--- src/rtl/hpa_pkg.sv ---
package hpa_pkg;

    // Number of doubling levels that follow the radix-3 level so that a
    // span starting at 3 positions covers n_pos positions.
    function automatic int tree_levels(int n_pos);
        int lv;
        int span;
        lv   = 0;
        span = 3;
        while (span < n_pos) begin
            span = span * 2;
            lv   = lv + 1;
        end
        return lv;
    endfunction

    // Mux-form combines. They rely on g and p never being 1 together,
    // which holds for per-bit (a&b, a^b) terms and for every group built from them.
    function automatic logic mux_gen2(logic g_hi, logic p_hi, logic g_lo);
        return p_hi ? g_lo : g_hi;
    endfunction

    function automatic logic mux_prop2(logic p_hi, logic p_lo);
        return p_hi ? p_lo : 1'b0;
    endfunction

    function automatic logic mux_gen3(logic g_i, logic p_i, logic g_j, logic p_j, logic g_k);
        return p_i ? (p_j ? g_k : g_j) : g_i;
    endfunction

    function automatic logic mux_prop3(logic p_i, logic p_j, logic p_k);
        return p_i ? (p_j ? p_k : 1'b0) : 1'b0;
    endfunction

endpackage

--- src/rtl/hpa_cells.sv ---
// Two-input combine producing group generate and propagate.
module hpa_cell2 (
    input  logic g_hi,
    input  logic p_hi,
    input  logic g_lo,
    input  logic p_lo,
    output logic g_out,
    output logic p_out
);
    import hpa_pkg::*;
    assign g_out = mux_gen2(g_hi, p_hi, g_lo);
    assign p_out = mux_prop2(p_hi, p_lo);
endmodule

// Two-input combine producing the group generate only.
module hpa_cell2g (
    input  logic g_hi,
    input  logic p_hi,
    input  logic g_lo,
    output logic g_out
);
    import hpa_pkg::*;
    assign g_out = mux_gen2(g_hi, p_hi, g_lo);
endmodule

// Three-input combine, inputs ordered i (most significant) to k (least).
module hpa_cell3 (
    input  logic g_i,
    input  logic p_i,
    input  logic g_j,
    input  logic p_j,
    input  logic g_k,
    input  logic p_k,
    output logic g_out,
    output logic p_out
);
    import hpa_pkg::*;
    assign g_out = mux_gen3(g_i, p_i, g_j, p_j, g_k);
    assign p_out = mux_prop3(p_i, p_j, p_k);
endmodule

// Three-input combine producing the group generate only.
module hpa_cell3g (
    input  logic g_i,
    input  logic p_i,
    input  logic g_j,
    input  logic p_j,
    input  logic g_k,
    output logic g_out
);
    import hpa_pkg::*;
    assign g_out = mux_gen3(g_i, p_i, g_j, p_j, g_k);
endmodule

--- src/rtl/hpa_pg.sv ---
// Per-position generate/propagate. Position 0 carries the carry-in as a
// generate with no propagate; position i+1 is operand bit i.
module hpa_pg #(
    parameter int W = 32
) (
    input  logic [W-1:0] op_a,
    input  logic [W-1:0] op_b,
    input  logic         carry_in,
    output logic [W:0]   pos_g,
    output logic [W:1]   pos_p
);
    assign pos_g = {op_a & op_b, carry_in};
    assign pos_p = op_a ^ op_b;
endmodule

--- src/rtl/hpa_tree.sv ---
// Mixed-radix prefix tree: a radix-3 first level, then doubling levels.
// grp_g[j] is the generate of positions 0..j, i.e. the carry into bit j
// (and grp_g[W] is the carry out).
module hpa_tree #(
    parameter int W = 32
) (
    input  logic [W:0] pos_g,
    input  logic [W:1] pos_p,
    output logic [W:0] grp_g
);
    import hpa_pkg::*;

    localparam int NPOS = W + 1;
    localparam int L    = tree_levels(NPOS);

    for (genvar l = 0; l <= L; l++) begin : lv
        localparam int S = 3 * (2 ** l);                    // span after this level
        localparam int D = (l == 0) ? 0 : 3 * (2 ** (l - 1)); // combine distance
        logic [W:0] g;
        // Propagate is kept only for entries whose span stops short of position 0.
        if (S <= W) begin : hp
            logic [W:S] p;
        end
        for (genvar j = 0; j <= W; j++) begin : ent
            if (l == 0) begin : r3
                if (j == 0) begin : pass
                    assign g[0] = pos_g[0];
                end else if (j == 1) begin : c2g
                    hpa_cell2g u_c (.g_hi(pos_g[1]), .p_hi(pos_p[1]), .g_lo(pos_g[0]), .g_out(g[1]));
                end else if (j == 2) begin : c3g
                    hpa_cell3g u_c (.g_i(pos_g[2]), .p_i(pos_p[2]), .g_j(pos_g[1]), .p_j(pos_p[1]),
                                    .g_k(pos_g[0]), .g_out(g[2]));
                end else begin : c3
                    hpa_cell3 u_c (.g_i(pos_g[j]), .p_i(pos_p[j]), .g_j(pos_g[j-1]), .p_j(pos_p[j-1]),
                                   .g_k(pos_g[j-2]), .p_k(pos_p[j-2]), .g_out(g[j]), .p_out(hp.p[j]));
                end
            end else begin : r2
                if (j < D) begin : pass
                    assign g[j] = lv[l-1].g[j];
                end else if (j >= S) begin : c2
                    hpa_cell2 u_c (.g_hi(lv[l-1].g[j]), .p_hi(lv[l-1].hp.p[j]),
                                   .g_lo(lv[l-1].g[j-D]), .p_lo(lv[l-1].hp.p[j-D]),
                                   .g_out(g[j]), .p_out(hp.p[j]));
                end else begin : c2g
                    hpa_cell2g u_c (.g_hi(lv[l-1].g[j]), .p_hi(lv[l-1].hp.p[j]),
                                    .g_lo(lv[l-1].g[j-D]), .g_out(g[j]));
                end
            end
        end
    end

    assign grp_g = lv[L].g;
endmodule

--- src/rtl/hpa_adder.sv ---
module hpa_adder #(
    parameter int W = 32
) (
    input  logic [W-1:0] op_a,
    input  logic [W-1:0] op_b,
    input  logic         carry_in,
    output logic [W-1:0] sum,
    output logic         carry_out
);
    logic [W:0] pos_g;
    logic [W:1] pos_p;
    logic [W:0] grp_g;

    hpa_pg #(.W(W)) u_pg (
        .op_a     (op_a),
        .op_b     (op_b),
        .carry_in (carry_in),
        .pos_g    (pos_g),
        .pos_p    (pos_p)
    );

    hpa_tree #(.W(W)) u_tree (
        .pos_g (pos_g),
        .pos_p (pos_p),
        .grp_g (grp_g)
    );

    assign sum       = pos_p ^ grp_g[W-1:0];
    assign carry_out = grp_g[W];
endmodule

--- config.mk ---
export PLATFORM = sky130hd
export DESIGN_NAME = hpa_adder
export DESIGN_NICKNAME = d
export VERILOG_FILES = /design/src/rtl/hpa_pkg.sv /design/src/rtl/hpa_cells.sv /design/src/rtl/hpa_pg.sv /design/src/rtl/hpa_tree.sv /design/src/rtl/hpa_adder.sv
export SDC_FILE = /design/constraint.sdc
export NUM_CORES = 1
export LEC_CHECK = 0
export BUFFER_PORTS_ARGS = -buffer_cell sky130_fd_sc_hd__clkbuf_2
export CAP_MARGIN = 25
export CORE_MARGIN = 8
export CORE_UTILIZATION = 55
export DETAILED_ROUTE_END_ITERATION = 8
export PLACE_DENSITY = 0.92
export SETUP_SLACK_MARGIN = 0.05
export SLEW_MARGIN = 20
export SYNTH_ARGS = -nofsm -noshare
export SYNTH_HDL_FRONTEND = slang
export SYNTH_SLANG_ARGS = --single-unit
--- constraint.sdc ---
create_clock -name vclk -period 4.2
set_clock_uncertainty 0.15 [all_clocks]
set_input_delay 0.63 -clock vclk [all_inputs]
set_output_delay 0.63 -clock vclk [all_outputs]
set_load 0.01 [all_outputs]
==> results of run 1 <==
## area by class of cell
class / instances / area [sq um] / share of cell area (%)
inverter: 8 / 30.0 / 1.08
tap: 50 / 62.6 / 2.25
multi-input combinational: 305 / 2200 / 79.1
timing repair buffer: 98 / 490 / 17.6
## metal layers
| layer | vias up | global-route usage (%) |
|---|---|---|
| li1 | 1403 | - |
| met1 | 1277 | 25.8 |
| met2 | 152 | 36.7 |
| met3 | 6 | 2.87 |
| met4 | 0 | 1.43 |
| met5 | - | 0 |
## kinds of logic (layout without fill, tap and decap cells)
family                     Yosys count  after routing
buffers and inverters               30            106
xor gates and xnor gates            29             29
AOI/OAI and AO/OA                   94             94
and+or+nand+nor                    144            144
adders and majority gates           34             34
muxes                                4              4
## power groups by stage
stage	Sequential [mW]	Clock, mW	Combinational, mW
floorplan	0	0	0.377
global placement	0	0	0.546
global route	0	0	0.612
finish	0	0	0.559
CTS	0	0	0.556
detailed placement	0	0	0.553
## worst paths after layout
check | start | endpoint | slack, ps | cells past startpoint
min | op_b[1] | sum[1] | 1500 | 3
max | op_a[0] | sum[29] | 360 | 10
## synthesized netlist by cell type (4+ instances only)
cell / instances / area (sq um)
sky130_fd_sc_hd__nand3_1: 20 / 100
sky130_fd_sc_hd__xnor2_1: 20 / 175
sky130_fd_sc_hd__o211ai_1: 4 / 30.0
sky130_fd_sc_hd__mux2i_1: 4 / 40.0
sky130_fd_sc_hd__a21oi_1: 13 / 65.1
sky130_fd_sc_hd__nand2b_1: 19 / 119
sky130_fd_sc_hd__nand3b_1: 13 / 97.6
sky130_fd_sc_hd__xor2_1: 9 / 78.8
sky130_fd_sc_hd__ha_1: 32 / 400
sky130_fd_sc_hd__o21ai_0: 13 / 65.1
sky130_fd_sc_hd__nand2_1: 19 / 71.3
sky130_fd_sc_hd__and3_1: 11 / 68.8
sky130_fd_sc_hd__o21ai_1: 11 / 55.1
sky130_fd_sc_hd__nor2_1: 33 / 124
sky130_fd_sc_hd__nor3b_1: 8 / 60.1
sky130_fd_sc_hd__a31oi_1: 19 / 119
sky130_fd_sc_hd__o31ai_1: 4 / 30.0
sky130_fd_sc_hd__nor2b_1: 5 / 31.3
sky130_fd_sc_hd__clkbuf_1: 10 / 37.5
sky130_fd_sc_hd__inv_1: 8 / 30.0
sky130_fd_sc_hd__buf_2: 11 / 55.1
## through the flow
stage / worst slack, ps / total power [mW]
after floorplan: 787 / 0.377
after global placement: 416 / 0.546
after detailed placement: 379 / 0.553
after CTS: 368 / 0.556
after global routing: 190 / 0.612
final: 355 / 0.559
==> qor_table.md, run 1 <==
| Quantity | Value |
|:---|:---|
| Run status | finished clean |
| Start-to-end type of the worst setup path | input pin to output port |
| Adder and majority cell fraction of the synthesized area | 18.9% |
| Highest attainable clock frequency | 260 MHz |
| Layout Area Growth over Synthesis | 19.2% |
| Final GP Congestion | 0.895 |
| Xor-xnor portion of the synthesized cell area | 10.9% |
| Critical Path End Type | output port |
| Via count | 2838 |
| Startpoint type of the worst setup path | input pin |
| Post-DRT Antenna Nets | 0 |
| Row Count | 23 |
| Number of clock-tree buffers in the layout | 0 |
| Sum Neg Setup Slack | 0 ps |
| Number of nets in the final layout | 512 |
| Count of final setup violators | 0 |
| Final non-filler cell area | 2790 sq um |
| CP Buf/Inv Count | 2 |
| Minimum period implied by the final worst setup slack | 3840 ps |
| Layout cell share with drive strength beyond 1 | 27.7% |
| Number of DRC violations after detailed-routing iteration 0 | 163 |
| Area fraction in compound gates after synthesis | 28.5% |
| Slew at the pin with the worst max-slew slack | 502 ps |
| Sw frac | 58.0% |
| Area after DPL | 2790 sq um |
| Leading cell type in the layout, fill and taps excluded | sky130_fd_sc_hd__clkbuf_2 |
| Layout Cells excl Fill | 461 |
| Gate count after technology mapping | 335 |
| Number of iterations in the first detailed-routing pass | 5 |
| Post-CTS setup-driven buffer insertion count | 0 |
| Area taken by flip-flops and latches | 0 sq um |
| Number of gates resized after cts | 0 |
| Via/cell ratio | 6.16 |
| Number of global-route vias before repair | 2636 |
| Slew headroom | 66.1% |
| Count of inserted antenna diode cells | 0 |
| Average size of a mapped cell | 6.97 sq um |
| Largest family of logic cells by synthesized area | simple AND/OR/NAND/NOR gates |
| DRC violation count after routing | 0 |
| WL met1 | 2970 microns |
| Commonest cells after routing, fill and taps aside | sky130_fd_sc_hd__clkbuf_2 (98), sky130_fd_sc_hd__nor2_1 (33), sky130_fd_sc_hd__ha_1 (32) |
| Slew Limit Fails | 0 |
| Delay of the slowest cell on the worst path | 470 ps |
| Total wirelength of the detailed-routed design | 7070 microns |
| Seq/Total Area, Yosys | 0% |
| Share of the clock period used by the worst path | 91.5% |
| Fraction of the mapped netlist area in simple logic gates | 34.3% |
| Post-detailed-route wirelength per cell | 15.3 microns |
| Starting utilization of the core area | 57.6% |
| Total routing usage reported by global routing | 20.3% |
| Largest driver fanout on the critical path | 2 |
| Grt ovf | 0 |
| Overall die height | 81.2 microns |
| Final hold violation count | 0 |
| Synthesized netlist net count | 434 |
| Hold Buf Count CTS | 0 |
| Pwr per Cell Area | 201 nW/um^2 |
| Post-synthesis instance area | 2340 sq um |
| First-pass GRT wire length | 11500 microns |
| Required time at the worst-slack endpoint | 3420 ps |
| Share of power burned in the clock network | 0% |
| Highest signal layer in the routed design | met4 |
| Port Buffer Count | 98 |
| Detailed-routed wire length on met2 | 3410 microns |
| Io pins | 98 |
| RSZ-0062 raised after global routing | false |
| Part of the total power dissipated in sequential elements | 0% |
| Sequential cell count | 0 |
| CP max-delay cell | sky130_fd_sc_hd__fa_1 |
| Core Util, Final | 68.6% |
| Maximum number of pins on one net before global-route repair | 12 |
| Total core area | 4060 sq um |
| Filler cell count | 356 |
| Placed instance count | 461 |
| Initial antenna violation count | 0 |
| Internal portion of total power | 0.234 mW |
| Worst hold slack | 1500 ps |
| Cell leakage power | 1.24 nW |
| Net switching power | 0.324 mW |
| Number of max-cap violations | 0 |
| Die span in x | 81.2 microns |
| Ys Warns | 0 |
| Die area | 6590 sq um |
| Final HPWL DP | 6130 microns |
| Min-delay worst type | input pin to output port |
| Data arrival time of the critical path | 3060 ps |
| Met3 WL post-DR | 664 microns |
| Distinct cell type count after synthesis | 54 |
| Worst ir drop on vdd | 0.000100 V |
| Kind of cell adding the most delay to the critical path | compound AO/OA/AOI/OAI gates |
| Mux cell area share after synthesis | 1.71% |
| Logic gate share of total power | 100.0% |
| Sequence of cells on the critical path | clkbuf_2, fa_1, fa_1, mux2i_1, a211oi_1, o41ai_1, o21ai_1, a31oi_1, xnor2_1, clkbuf_2 |
No activity file was read; power rests on OpenSTA's default activity.
==> inputs of run 2 (changes only) <==
- ABC_CLOCK_PERIOD_IN_PS: not set -> 4200
- REMOVE_ABC_BUFFERS: not set -> 1
==> run 2 against run 1 <==
Global-route usage fell by 0.25 points. Highest routed layer unchanged. Design area unchanged. First-iteration DRC count rose by 39%. Sequential cell count unchanged. Worst setup slack better by 14 ps. Largest power group unchanged. Critical endpoint is now sum[26].
==> qor_table.md, run 2 (synthesis gave the netlist of run 1 again) <==
| Quantity | Value | Delta |
|:---|:---|:---|
| Number of DRC violations after detailed-routing iteration 0 | 227 | was 163 |
| Number of iterations in the first detailed-routing pass | 5 | unchanged |
| Sum Neg Setup Slack | 0 ps | unchanged |
| Maximum number of pins on one net before global-route repair | 12 | unchanged |
| Min-delay worst type | input pin to output port | unchanged |
| Delay of the slowest cell on the worst path | 450 ps | was 470 ps |
| Row Count | 23 | unchanged |
| Largest driver fanout on the critical path | 4 | was 2 |
| Total wirelength of the detailed-routed design | 7180 microns | was 7070 microns |
| Kind of cell adding the most delay to the critical path | adder cells | was compound AO/OA/AOI/OAI gates |
| Commonest cells after routing, fill and taps aside | sky130_fd_sc_hd__clkbuf_2 (98), sky130_fd_sc_hd__nor2_1 (33), sky130_fd_sc_hd__ha_1 (32) | unchanged |
| Sequential cell count | 0 | unchanged |
| DRC violation count after routing | 0 | unchanged |
| Core Util, Final | 68.6% | unchanged |
| First-pass GRT wire length | 11400 microns | was 11500 microns |
| Highest attainable clock frequency | 261 MHz | was 260 MHz |
| Startpoint type of the worst setup path | input pin | unchanged |
| Slew Limit Fails | 0 | unchanged |
| Final HPWL DP | 6190 microns | was 6130 microns |
| Start-to-end type of the worst setup path | input pin to output port | unchanged |
| Count of final setup violators | 0 | unchanged |
| Via/cell ratio | 6.17 | was 6.16 |
| Number of global-route vias before repair | 2707 | was 2636 |
| RSZ-0062 raised after global routing | false | unchanged |
| Critical Path End Type | output port | unchanged |
| Number of max-cap violations | 0 | unchanged |
| Pwr per Cell Area | 201 nW/um^2 | about the same |
| Final hold violation count | 0 | unchanged |
| Slew at the pin with the worst max-slew slack | 525 ps | was 502 ps |
| Number of clock-tree buffers in the layout | 0 | unchanged |
| Post-DRT Antenna Nets | 0 | unchanged |
| Required time at the worst-slack endpoint | 3420 ps | about the same |
| Overall die height | 81.2 microns | unchanged |
| Port Buffer Count | 98 | unchanged |
| Data arrival time of the critical path | 3050 ps | was 3060 ps |
| Post-detailed-route wirelength per cell | 15.6 microns | was 15.3 microns |
| Total core area | 4060 sq um | unchanged |
| Minimum period implied by the final worst setup slack | 3830 ps | was 3840 ps |
| Run status | finished clean | unchanged |
| Final GP Congestion | 0.957 | was 0.895 |
| Count of inserted antenna diode cells | 0 | unchanged |
| Grt ovf | 0 | unchanged |
| Total routing usage reported by global routing | 20.1% | was 20.3% |
| Share of the clock period used by the worst path | 91.2% | was 91.5% |
| Die area | 6590 sq um | unchanged |
| Layout Area Growth over Synthesis | 19.2% | unchanged |
| Number of gates resized after cts | 0 | unchanged |
| CP Buf/Inv Count | 2 | unchanged |
| Cell leakage power | 1.24 nW | unchanged |
| Via count | 2846 | was 2838 |
| Area taken by flip-flops and latches | 0 sq um | unchanged |
| Starting utilization of the core area | 57.6% | unchanged |
| Die span in x | 81.2 microns | unchanged |
| Initial antenna violation count | 0 | unchanged |
| Hold Buf Count CTS | 0 | unchanged |
| CP max-delay cell | sky130_fd_sc_hd__fa_1 | unchanged |
| Filler cell count | 370 | was 356 |
| Sequence of cells on the critical path | clkbuf_2, fa_1, fa_1, mux2i_1, nand2_1, a211oi_2, nor4_4, o31ai_4, xnor2_1, clkbuf_2 | was clkbuf_2, fa_1, fa_1, mux2i_1, a211oi_1, o41ai_1, o21ai_1, a31oi_1, xnor2_1, clkbuf_2 |
| Io pins | 98 | unchanged |
| Number of nets in the final layout | 512 | unchanged |
| Post-CTS setup-driven buffer insertion count | 0 | unchanged |
| Worst ir drop on vdd | 0.000107 V | was 0.000100 V |
| Layout cell share with drive strength beyond 1 | 27.7% | unchanged |
| Slew headroom | 64.5% | was 66.1% |
| Leading cell type in the layout, fill and taps excluded | sky130_fd_sc_hd__clkbuf_2 | unchanged |
run 2: area by class of cell:
class,instances,area (sq um),share of cell area [%]
repair buffers,98,490,17.6
well taps,50,62.6,2.25
inverters,8,30.0,1.08
multi-input cells,305,2200,79.1
run 2: final timing paths:
check	slack [ps]	from	depth (start not counted)	end
worst max-delay path	370	op_a[0]	10	sum[26]
worst min-delay path	1490	carry_in	3	sum[0]
run 2: report_power, final:
| group | total [mW] | switching, mW | internal [mW] |
|---|---|---|---|
| registers | 0 | 0 | 0 |
| clock network | 0 | 0 | 0 |
| logic | 0.560 | 0.325 | 0.235 |
| total | 0.560 | 0.325 | 0.235 |
run 2: per-layer routing:
| layer | wire, microns | GRT usage (%) |
|---|---|---|
| met2 | 3560 | 37.9 |
| met5 | 0 | 0 |
| met3 | 797 | 4.42 |
| met4 | 98 | 3.57 |
| met1 | 2730 | 22.5 |
run 2: metrics by stage:
stage	hold WS (ps)	instance area, sq um	setup WS (ps)	total power [mW]	std cells
4_1_cts	1490	2790	382	0.558	461
5_1_grt	1520	2790	208	0.611	461
2_1_floorplan	1300	2230	787	0.371	313
3_5_place_dp	1490	2790	397	0.555	461
6_report	1490	2790	369	0.560	461
3_3_place_gp	1480	2790	423	0.545	461
==> inputs of run 3 (changes only) <==
- ABC_CLOCK_PERIOD_IN_PS: 4200 -> 4000
- CORE_UTILIZATION: 55 -> 52
- PLACE_DENSITY: 0.92 -> 0.88
- SLEW_MARGIN: 20 -> not set
- clock period: 4.2 -> 4 ns (I/O delays scaled with it)
==> run 3 against run 2 <==
Design area increased by 0.36%. First-iteration DRC count shrank 42%. Critical path depth is the same. Via count fell by 1.3%. Count of clock-buffer cells in the layout is the same. Largest power group unchanged. Wire length is 2.4% higher.
==> qor_table.md, run 3 (synthesis gave the netlist of run 1 again) <==
| Quantity | Value | Delta |
|:---|:---|:---|
| Run status | finished clean | unchanged |
| Count of inserted antenna diode cells | 0 | unchanged |
| Internal portion of total power | 0.248 mW | was 0.235 mW |
| Total core area | 4350 sq um | was 4060 sq um |
| Post-detailed-route wirelength per cell | 15.8 microns | was 15.6 microns |
| Critical Path End Type | output port | unchanged |
| Share of the clock period used by the worst path | 94.9% |  |
| Port Buffer Count | 98 | unchanged |
| Minimum period implied by the final worst setup slack | 3800 ps |  |
| Number of gates resized after cts | 0 | unchanged |
| Hold path depth | 3 | unchanged |
| Commonest cells after routing, fill and taps aside | sky130_fd_sc_hd__clkbuf_2 (98), sky130_fd_sc_hd__nor2_1 (33), sky130_fd_sc_hd__ha_1 (32) | unchanged |
| RSZ-0062 raised after global routing | false | unchanged |
| Startpoint type of the worst setup path | input pin | unchanged |
| Overall die height | 83.0 microns | was 81.2 microns |
| CP Buf/Inv Count | 2 | unchanged |
| Post-CTS setup-driven buffer insertion count | 0 | unchanged |
| Total routing usage reported by global routing | 19.8% | was 20.1% |
| Sum Neg Setup Slack | 0 ps | unchanged |
| Part of the total power dissipated in sequential elements | 0% | about the same |
| Worst ir drop on vdd | 0.000104 V | was 0.000107 V |
| First-pass GRT wire length | 12400 microns | was 11400 microns |
| Final HPWL DP | 6430 microns | was 6190 microns |
| Sequential cell count | 0 | unchanged |
| Layout Area Growth over Synthesis | 19.7% | was 19.2% |
| Delay of the slowest cell on the worst path | 470 ps | was 450 ps |
| Worst min-delay path startpoint | carry_in | unchanged |
| DRC violation count after routing | 0 | unchanged |
| Sequence of cells on the critical path | clkbuf_2, fa_1, fa_1, mux2i_1, nand2_1, a211oi_2, nor4_4, o31ai_4, xnor2_1, clkbuf_2 | unchanged |
| Slew headroom | 62.0% | was 64.5% |
| Die area | 6890 sq um | was 6590 sq um |
| Highest attainable clock frequency | 263 MHz |  |
| Area of the multi-input gates | 2200 sq um | unchanged |
| Data arrival time of the critical path | 3050 ps | about the same |
| Starting utilization of the core area | 53.6% | was 57.6% |
| Io pins | 98 | unchanged |
| Number of max-cap violations | 0 | unchanged |
| Start-to-end type of the worst setup path | input pin to output port | unchanged |
| Kind of cell adding the most delay to the critical path | adder cells | unchanged |
| Number of nets in the final layout | 513 | was 512 |
| Logic gate share of total power | 100.0% | about the same |
| Area after DPL | 2800 sq um | was 2790 sq um |
| Layout cell share with drive strength beyond 1 | 27.9% | was 27.7% |
| Required time at the worst-slack endpoint | 3250 ps | was 3420 ps |
| Slew Limit Fails | 0 | unchanged |
| Count of final setup violators | 0 | unchanged |
| Min-delay worst type | input pin to output port | unchanged |
| Share of power burned in the clock network | 0% | about the same |
| Filler cell count | 421 | was 370 |
| Number of global-route vias before repair | 2715 | was 2707 |
| Maximum number of pins on one net before global-route repair | 12 | unchanged |
| Final hold violation count | 0 | unchanged |
| Sw frac | 58.0% | was 58.1% |
| Net switching power | 0.343 mW | was 0.325 mW |
| Final GP Congestion | 0.921 | was 0.957 |
| Total wirelength of the detailed-routed design | 7350 microns | was 7180 microns |
| Number of iterations in the first detailed-routing pass | 4 | was 5 |
| Grt ovf | 0 | unchanged |
| Leading cell type in the layout, fill and taps excluded | sky130_fd_sc_hd__clkbuf_2 | unchanged |
| Die span in x | 83.0 microns | was 81.2 microns |
| Hold Path Sink | sum[0] | unchanged |
| Cell leakage power | 1.25 nW | was 1.24 nW |
| Area taken by flip-flops and latches | 0 sq um | unchanged |
| Post-DRT Antenna Nets | 0 | unchanged |
| Number of DRC violations after detailed-routing iteration 0 | 132 | was 227 |
| Final non-filler cell area | 2800 sq um | was 2790 sq um |
| Number of clock-tree buffers in the layout | 0 | unchanged |
| Initial antenna violation count | 0 | unchanged |
| Pwr per Cell Area | 211 nW/um^2 | was 201 nW/um^2 |
| Largest driver fanout on the critical path | 4 | unchanged |
| Hold Buf Count CTS | 0 | unchanged |
| Row Count | 24 | was 23 |
| Via count | 2810 | was 2846 |
| Via/cell ratio | 6.06 | was 6.17 |
| Slew at the pin with the worst max-slew slack | 564 ps | was 525 ps |
| CP max-delay cell | sky130_fd_sc_hd__fa_1 | unchanged |
-- run 3: through the flow --
step / utilization (%) / hold WS, ps / cells / total power [mW] / worst slack [ps]
floorplan: - / 1240 / 313 / 0.390 / 647
global route: 64.2 / 1480 / 464 / 0.646 / 65.2
finish: 64.2 / 1450 / 464 / 0.591 / 203
global placement: 64.2 / 1420 / 464 / 0.578 / 250
CTS: 64.2 / 1460 / 464 / 0.590 / 199
detailed placement: 64.2 / 1450 / 464 / 0.587 / 215
-- run 3: worst max path at each step --
stage,from,endpoint,depth (start not counted)
final,op_a[0],sum[26],10
after global routing,op_a[0],sum[29],10
after CTS,op_a[0],sum[26],10
after detailed placement,op_a[0],sum[26],10
after global placement,op_a[0],sum[29],10
after floorplan,op_a[0],sum[20],8
-- run 3: power groups by stage --
| stage | sequential [mW] | combinational [mW] | clock (mW) |
|---|---|---|---|
| after floorplan | 0 | 0.390 | 0 |
| after global placement | 0 | 0.578 | 0 |
| after detailed placement | 0 | 0.587 | 0 |
| after CTS | 0 | 0.590 | 0 |
| after global routing | 0 | 0.646 | 0 |
| final | 0 | 0.591 | 0 |
-- run 3: layer usage --
| layer | part of all wire, % | vias up | GRT usage (%) |
|---|---|---|---|
| li1 | - | 1406 | - |
| met1 | 45 | 1300 | 24.5 |
| met2 | 49 | 100 | 36.3 |
| met3 | 5.8 | 4 | 2.73 |
| met4 | 0.49 | 0 | 1.12 |
| met5 | 0 | - | 0 |
-- run 3: final cells by class --
type | instances | area share (%)
inverter | 8 | 1.07
tap | 52 | 2.33
timing repair buffer | 99 | 17.8
multi-input combinational | 305 | 78.8
